$ cat src/rtl/spi_eng_pkg.sv
package spi_eng_pkg;
  localparam int WORD_W = 8;
  localparam int HALF_W = 7;

  typedef struct packed {
    logic [1:0] spare_hi;
    logic       lsb_first;
    logic       spare_mid;
    logic       cpol;
    logic       cpha;
    logic [1:0] div_sel;
  } spi_cfg_t;

  typedef enum logic [2:0] {
    ST_IDLE, ST_LOAD, ST_SHIFT, ST_WB, ST_TAIL
  } eng_state_t;

  // SCK half-period in system cycles for each divider code
  function automatic logic [HALF_W-1:0] half_cycles(input logic [1:0] sel);
    case (sel)
      2'd0:    half_cycles = 7'd2;
      2'd1:    half_cycles = 7'd8;
      2'd2:    half_cycles = 7'd32;
      default: half_cycles = 7'd64;
    endcase
  endfunction

  function automatic logic out_bit(input logic [WORD_W-1:0] b, input logic lsb);
    out_bit = lsb ? b[0] : b[WORD_W-1];
  endfunction

  function automatic logic [WORD_W-1:0] tx_shift(input logic [WORD_W-1:0] b, input logic lsb);
    tx_shift = lsb ? {1'b0, b[WORD_W-1:1]} : {b[WORD_W-2:0], 1'b0};
  endfunction

  function automatic logic [WORD_W-1:0] rx_shift(input logic [WORD_W-1:0] b, input logic d,
                                                 input logic lsb);
    rx_shift = lsb ? {d, b[WORD_W-1:1]} : {b[WORD_W-2:0], d};
  endfunction
endpackage

$ cat src/rtl/spi_half_tick.sv
module spi_half_tick
  import spi_eng_pkg::*;
(
  input  logic       clk,
  input  logic       rst_n,
  input  logic       en,
  input  logic [1:0] div_sel,
  output logic       tick
);
  logic [HALF_W-1:0] cnt;
  logic [HALF_W-1:0] limit;

  assign limit = half_cycles(div_sel) - 7'd1;
  assign tick  = en && (cnt == limit);

  always_ff @(posedge clk or negedge rst_n) begin
    if (!rst_n)      cnt <= '0;
    else if (!en)    cnt <= '0;
    else if (tick)   cnt <= '0;
    else             cnt <= cnt + 7'd1;
  end
endmodule

$ cat src/rtl/spi_byte_shifter.sv
module spi_byte_shifter
  import spi_eng_pkg::*;
(
  input  logic              clk,
  input  logic              rst_n,
  input  logic              load,
  input  logic [WORD_W-1:0] load_data,
  input  logic              drive,
  input  logic              sample,
  input  logic              lsb_first,
  input  logic              miso,
  output logic              mosi,
  output logic [WORD_W-1:0] rx_byte
);
  logic [WORD_W-1:0] tx_q;
  logic [WORD_W-1:0] tx_src;

  assign tx_src = load ? load_data : tx_q;

  always_ff @(posedge clk or negedge rst_n) begin
    if (!rst_n) begin
      tx_q    <= '0;
      mosi    <= 1'b0;
      rx_byte <= '0;
    end else begin
      if (drive) begin
        mosi <= out_bit(tx_src, lsb_first);
        tx_q <= tx_shift(tx_src, lsb_first);
      end else if (load) begin
        tx_q <= load_data;
      end
      if (sample) rx_byte <= rx_shift(rx_byte, miso, lsb_first);
    end
  end
endmodule

$ cat src/rtl/spi_shift_master.sv
module spi_shift_master
  import spi_eng_pkg::*;
#(
  parameter int CNT_W = 8
) (
  input  logic              clk,
  input  logic              rst_n,
  input  logic              cfg_we,
  input  logic [7:0]        cfg_data,
  input  logic              start,
  input  logic [CNT_W-1:0]  byte_count,
  output logic [CNT_W-1:0]  buf_addr,
  input  logic [7:0]        buf_rdata,
  output logic              buf_we,
  output logic [7:0]        buf_wdata,
  output logic              busy,
  output logic              sck,
  output logic              mosi,
  input  logic              miso
);
  localparam int EDGE_W = $clog2(2 * WORD_W);
  localparam logic [EDGE_W-1:0] LAST_EDGE = EDGE_W'(2 * WORD_W - 1);

  eng_state_t       state;
  spi_cfg_t         cfg_q;
  logic [CNT_W-1:0] idx;
  logic [CNT_W-1:0] remaining;
  logic [EDGE_W-1:0] edge_cnt;
  logic             phase;

  // named internal events
  logic half_tick, tick_en, start_accept, cfg_accept;
  logic load_evt, drive_evt, sample_evt, final_edge, trailing;
  logic [WORD_W-1:0] rx_byte;

  assign start_accept = start && (state == ST_IDLE) && (byte_count != '0);
  assign cfg_accept   = cfg_we && (state == ST_IDLE);
  assign tick_en      = (state == ST_SHIFT) || (state == ST_TAIL);
  assign load_evt     = (state == ST_LOAD);
  assign trailing     = edge_cnt[0];
  assign final_edge   = half_tick && (state == ST_SHIFT) && (edge_cnt == LAST_EDGE);
  assign drive_evt    = (load_evt && !cfg_q.cpha) ||
                        (half_tick && (state == ST_SHIFT) &&
                         (cfg_q.cpha ? !trailing : (trailing && edge_cnt != LAST_EDGE)));
  assign sample_evt   = half_tick && (state == ST_SHIFT) && (cfg_q.cpha ? trailing : !trailing);

  spi_half_tick u_tick (
    .clk     (clk),
    .rst_n   (rst_n),
    .en      (tick_en),
    .div_sel (cfg_q.div_sel),
    .tick    (half_tick)
  );

  spi_byte_shifter u_shift (
    .clk       (clk),
    .rst_n     (rst_n),
    .load      (load_evt),
    .load_data (buf_rdata),
    .drive     (drive_evt),
    .sample    (sample_evt),
    .lsb_first (cfg_q.lsb_first),
    .miso      (miso),
    .mosi      (mosi),
    .rx_byte   (rx_byte)
  );

  always_ff @(posedge clk or negedge rst_n) begin
    if (!rst_n) begin
      state     <= ST_IDLE;
      cfg_q     <= '0;
      idx       <= '0;
      remaining <= '0;
      edge_cnt  <= '0;
      phase     <= 1'b0;
    end else begin
      if (cfg_accept) cfg_q <= spi_cfg_t'(cfg_data);
      case (state)
        ST_IDLE: if (start_accept) begin
          state     <= ST_LOAD;
          idx       <= '0;
          remaining <= byte_count;
        end
        ST_LOAD: begin
          state    <= ST_SHIFT;
          edge_cnt <= '0;
        end
        ST_SHIFT: if (half_tick) begin
          phase    <= ~phase;
          edge_cnt <= edge_cnt + 1'b1;
          if (final_edge) state <= ST_WB;
        end
        ST_WB: begin
          remaining <= remaining - 1'b1;
          if (remaining == CNT_W'(1)) begin
            state <= ST_TAIL;
          end else begin
            state <= ST_LOAD;
            idx   <= idx + 1'b1;
          end
        end
        ST_TAIL: if (half_tick) state <= ST_IDLE;
        default: state <= ST_IDLE;
      endcase
    end
  end

  assign busy      = (state != ST_IDLE);
  assign sck       = phase ^ cfg_q.cpol;
  assign buf_addr  = idx;
  assign buf_we    = (state == ST_WB);
  assign buf_wdata = rx_byte;
endmodule

$ cat config.mk
export PLATFORM = sky130hd
export DESIGN_NAME = spi_shift_master
export DESIGN_NICKNAME = d
export VERILOG_FILES = /design/src/rtl/spi_eng_pkg.sv /design/src/rtl/spi_half_tick.sv /design/src/rtl/spi_byte_shifter.sv /design/src/rtl/spi_shift_master.sv
export SDC_FILE = /design/constraint.sdc
export NUM_CORES = 1
export LEC_CHECK = 0
export CAP_MARGIN = 20
export CORE_ASPECT_RATIO = 2
export CORE_MARGIN = 1.5
export CORE_UTILIZATION = 25
export CTS_CLUSTER_SIZE = 16
export DETAILED_ROUTE_END_ITERATION = 8
export GPL_ROUTABILITY_DRIVEN = 0
export HOLD_SLACK_MARGIN = 0.12
export REMOVE_ABC_BUFFERS = 1
export SETUP_SLACK_MARGIN = 0.02
export SLEW_MARGIN = 20
export SYNTH_ARGS = -nofsm -noshare
export SYNTH_HDL_FRONTEND = slang
export SYNTH_SLANG_ARGS = --single-unit
export TNS_END_PERCENT = 1
$ cat constraint.sdc
create_clock -name clk -period 2.8 [get_ports clk]
set_clock_uncertainty 0.05 [all_clocks]
set_input_delay 0.28 -clock clk [delete_from_list [all_inputs] [get_ports clk]]
set_output_delay 0.28 -clock clk [all_outputs]
set_load 0.01 [all_outputs]
==> results.txt <==
* Number of cells after detailed placement: 463
* Standard cell area after detailed placement: 3500 sq um
- 49 I/O pins were placed.
* Remaining antenna violation count after routing: 0
- Psw: 363 uW
* Via count: 2257
* Largest fanout on the critical path: 9
* Final HPWL DP: 5030 um
- dfrtp_1 takes more of the synthesized area than any other cell.
- TritonCTS created 5 clock buffers.
- The number of antenna diodes in the final layout is 0.
- The first global-routing pass estimated 11100 um of wire.
* Resized Gates After CTS: 0
- The run finished with clean final reports.
- Synthesis handed over a netlist of 280 instances.
* Drt via density: 4.78
- The tightest hold path in the finished design has a slack of 413 ps.
- For this configuration, the core starts out at a cell density of 25.5%.
- Register clock-pin slew on the reported worst setup and hold paths: 70 ps
- Worst Max-Slew Pin Slew: 810 ps
- The commonest cells after synthesis are dfrtp_1, nand2_1, mux2i_1, nor2_1, o21ai_0.
- The number of global-route vias before repair is 2248.
- Total standard cell area after synthesis: 2870 sq um
- The total count of max-transition violations in the final report came to 0.
* Final setup viols: 0
- After synthesis, the mean cell area works out to 10.3 sq um.
* Max Fclk: 419 MHz
- The longest clock path from root to sink contains 2 buffers.
- Detailed Routing Iterations Pass 1: 4
- The setup path with the least slack is of type reg2reg.
* Number of max-cap violations: 0
- In the global route stage, overall resource usage came out at 11.6%.
* Net count reported at finish: 363
- In this run, the combinational gates consume 6.6% of the power.
- Startpoint class of the critical path: register
* Hold crit path type: in2async
- Sorting the synthesized cells by area gives the leading types as dfrtp_1, mux2i_1, nand2_1.
- Most repeated cell in the gate-level netlist after synthesis: dfrtp_1
- The finished cells cover 3660 sq um.
- Clock power share: 42.0%
* Flip-flop cell with the highest count after synthesis: dfrtp_1
- Die boundary height: 155 um
- Cell internal power was estimated by the tool at 1.18 mW.
* Number of warnings reported in the yosys synthesis log: 0
- First-iteration detailed-routing DRC count: 112
- Of the total power, the share spent switching nets is 23.6%.
* Number of standard cells in the final layout excluding fillers: 472
- In this run the tightest slew margin relative to its limit is 46.0%.
- Period utilization: 85.3%
- Layout area overhead: 27.5%
- The routed design has 6710 um of wire.
- Dividing the detail-routed wire length by the instance count gives 14.2 um.
* Count of standard-cell rows: 55
* Register-to-Register Path Depth: 7
- At the worst endpoint, the arrival time is 2520 ps.
- Sequential cells burn 51.4% of the power.
- Yosys mapped the design onto 49 distinct sky130hd cell types.
- Final critical-path setup slack: 411 ps
- Port Buf Inserts: 45
- H-tree depth: 2
* Die area: 12200 sq um
- Setup repair after global routing left no endpoint under its margin.
- Die extent in x: 78.8 um
- Share of post-route cells with drive strength above 1: 10.9%
- Of the post-synthesis cell area, the dominant cell type holds 46.2%.
- In the routed design, unresolved DRC markers number 0.
- Maximum resistive drop on vdd: 0.253 mV
* Total power density per cell area: 421 nW/um^2
- Sequential share of the synthesized area: 46.2%
* Clock period minus final worst setup slack: 2390 ps
- TritonCTS built the clock tree.
- Core Footprint: 11300 sq um
- After filler insertion, the fill cell instance count of the layout stands at 1170.
* Required time of the worst setup path: 2940 ps
- Setup total negative slack on the finished layout was measured at 0 ps.
- STA classifies the critical path endpoint as a register.
* Insertion delay of the later-clocked pin in the worst-skew pair: 300 ps
- Lkg Pwr: 1.46 nW
- Entering global routing, the biggest net connects 22 pins.
- Final Hold Violating Endpoints: 0
- In this run, synthesis produced a sequential element count of 53.
- At the placement stage, the worst setup path has a slack of 426 ps.
- Grt ovf: 0
* Number of flops mapped to enable cells by yosys: 0
- In this run the clock root is driven by a clkbuf_16.
* Synth async-reset ratio: 100%
- The initial antenna violation count is 0.
- Clock tree synthesis found a total of 53 sinks.
- Buffers inserted during post-CTS setup optimization: 0
-- stage by stage --
step	util [%]	total power [mW]
6_report	32.5	1.54
2_1_floorplan	-	0.833
3_5_place_dp	31.0	0.911
3_3_place_gp	31.0	0.908
5_1_grt	32.5	1.60
4_1_cts	32.5	1.56
-- what timing repair did --
item	in CTS	in global routing
hold endpoints to repair	17	0
hold buffers	1	0
endpoints found under the setup margin	0	0
-- registers in the layout, indices dropped and copies added, names as in the netlist --
register	cells
u_shift.mosi	1
phase	1
u_shift.tx_q	8
cfg_q	5
u_shift.rx_byte	8
u_tick.cnt	7
buf_addr	8
state	3
remaining	8
edge_cnt	4
-- critical path: stages, from the launching register on --
cell	delay (ps)
dfrtp_1	460
nor3_1	310
o211ai_2	160
a2111oi_4	410
nand3_2	120
o31ai_2	280
buf_12	180
mux2_4	300
-- layer usage --
metal  global-route usage (%)  up-vias  part of all wire (%)
li1                         -     1090                     -
met1                     11.7     1106                    37
met2                     22.2       45                    57
met3                     1.71       16                   2.5
met4                     5.95        0                   3.5
met5                        0        -                     0
-- worst paths after layout --
path,from,endpoint,slack [ps]
hold / removal,rst_n,u_tick.cnt[2],410
hold reg to reg,u_shift.rx_byte[0],u_shift.rx_byte[0],480
max in group asynchronous,rst_n,remaining[7],1640
setup / recovery,u_tick.cnt[4],u_shift.mosi,410
min in group clk,u_shift.rx_byte[0],u_shift.rx_byte[0],480
setup reg to reg,u_tick.cnt[4],u_shift.mosi,410
-- cells by family after synthesis --
kind of cell | Yosys count | synth area share [%]
DFF | 53 | 46.2
and+or+nand+nor | 98 | 17.5
adders and majority gates | 5 | 2.18
xor gates and xnor gates | 18 | 6.14
muxes | 35 | 12.9
AOI/OAI and AO/OA | 50 | 11.5
buffers and inverters | 21 | 3.61
-- power by group through the flow --
stage	Clock, mW	Sequential [mW]	Combinational, mW
global route	0.693	0.795	0.112
CTS	0.668	0.793	0.105
finish	0.648	0.793	0.101
detailed placement	0	0.808	0.103
global placement	0	0.808	0.101
floorplan	0	0.808	0.0247
-- cell usage in the layout (no fill, tap or decap), drive strengths merged, types with 3 or more instances in the layout --
cell type,instances
a21oi,9
and2,3
and3,7
buf,10
clkbuf,5
clkdlybuf4s50,44
dfrtp,53
ha,5
inv,9
mux2,11
mux2i,24
nand2,30
nand3,8
nand4,4
nor2,22
nor3,4
nor3b,5
nor4,4
o21ai,23
xnor2,5
xor2,13
-- cell type report --
class / count / area, sq um / share of cell area (%)
inverter: 8 / 30.0 / 0.820
clock inverter: 3 / 26.3 / 0.717
clock buffer: 5 / 125 / 3.42
sequential: 53 / 1330 / 36.2
timing repair buffer: 55 / 536 / 14.6
tap: 142 / 178 / 4.85
multi-input combinational: 206 / 1440 / 39.4
Note: power is estimated with default switching activity, not from simulation.
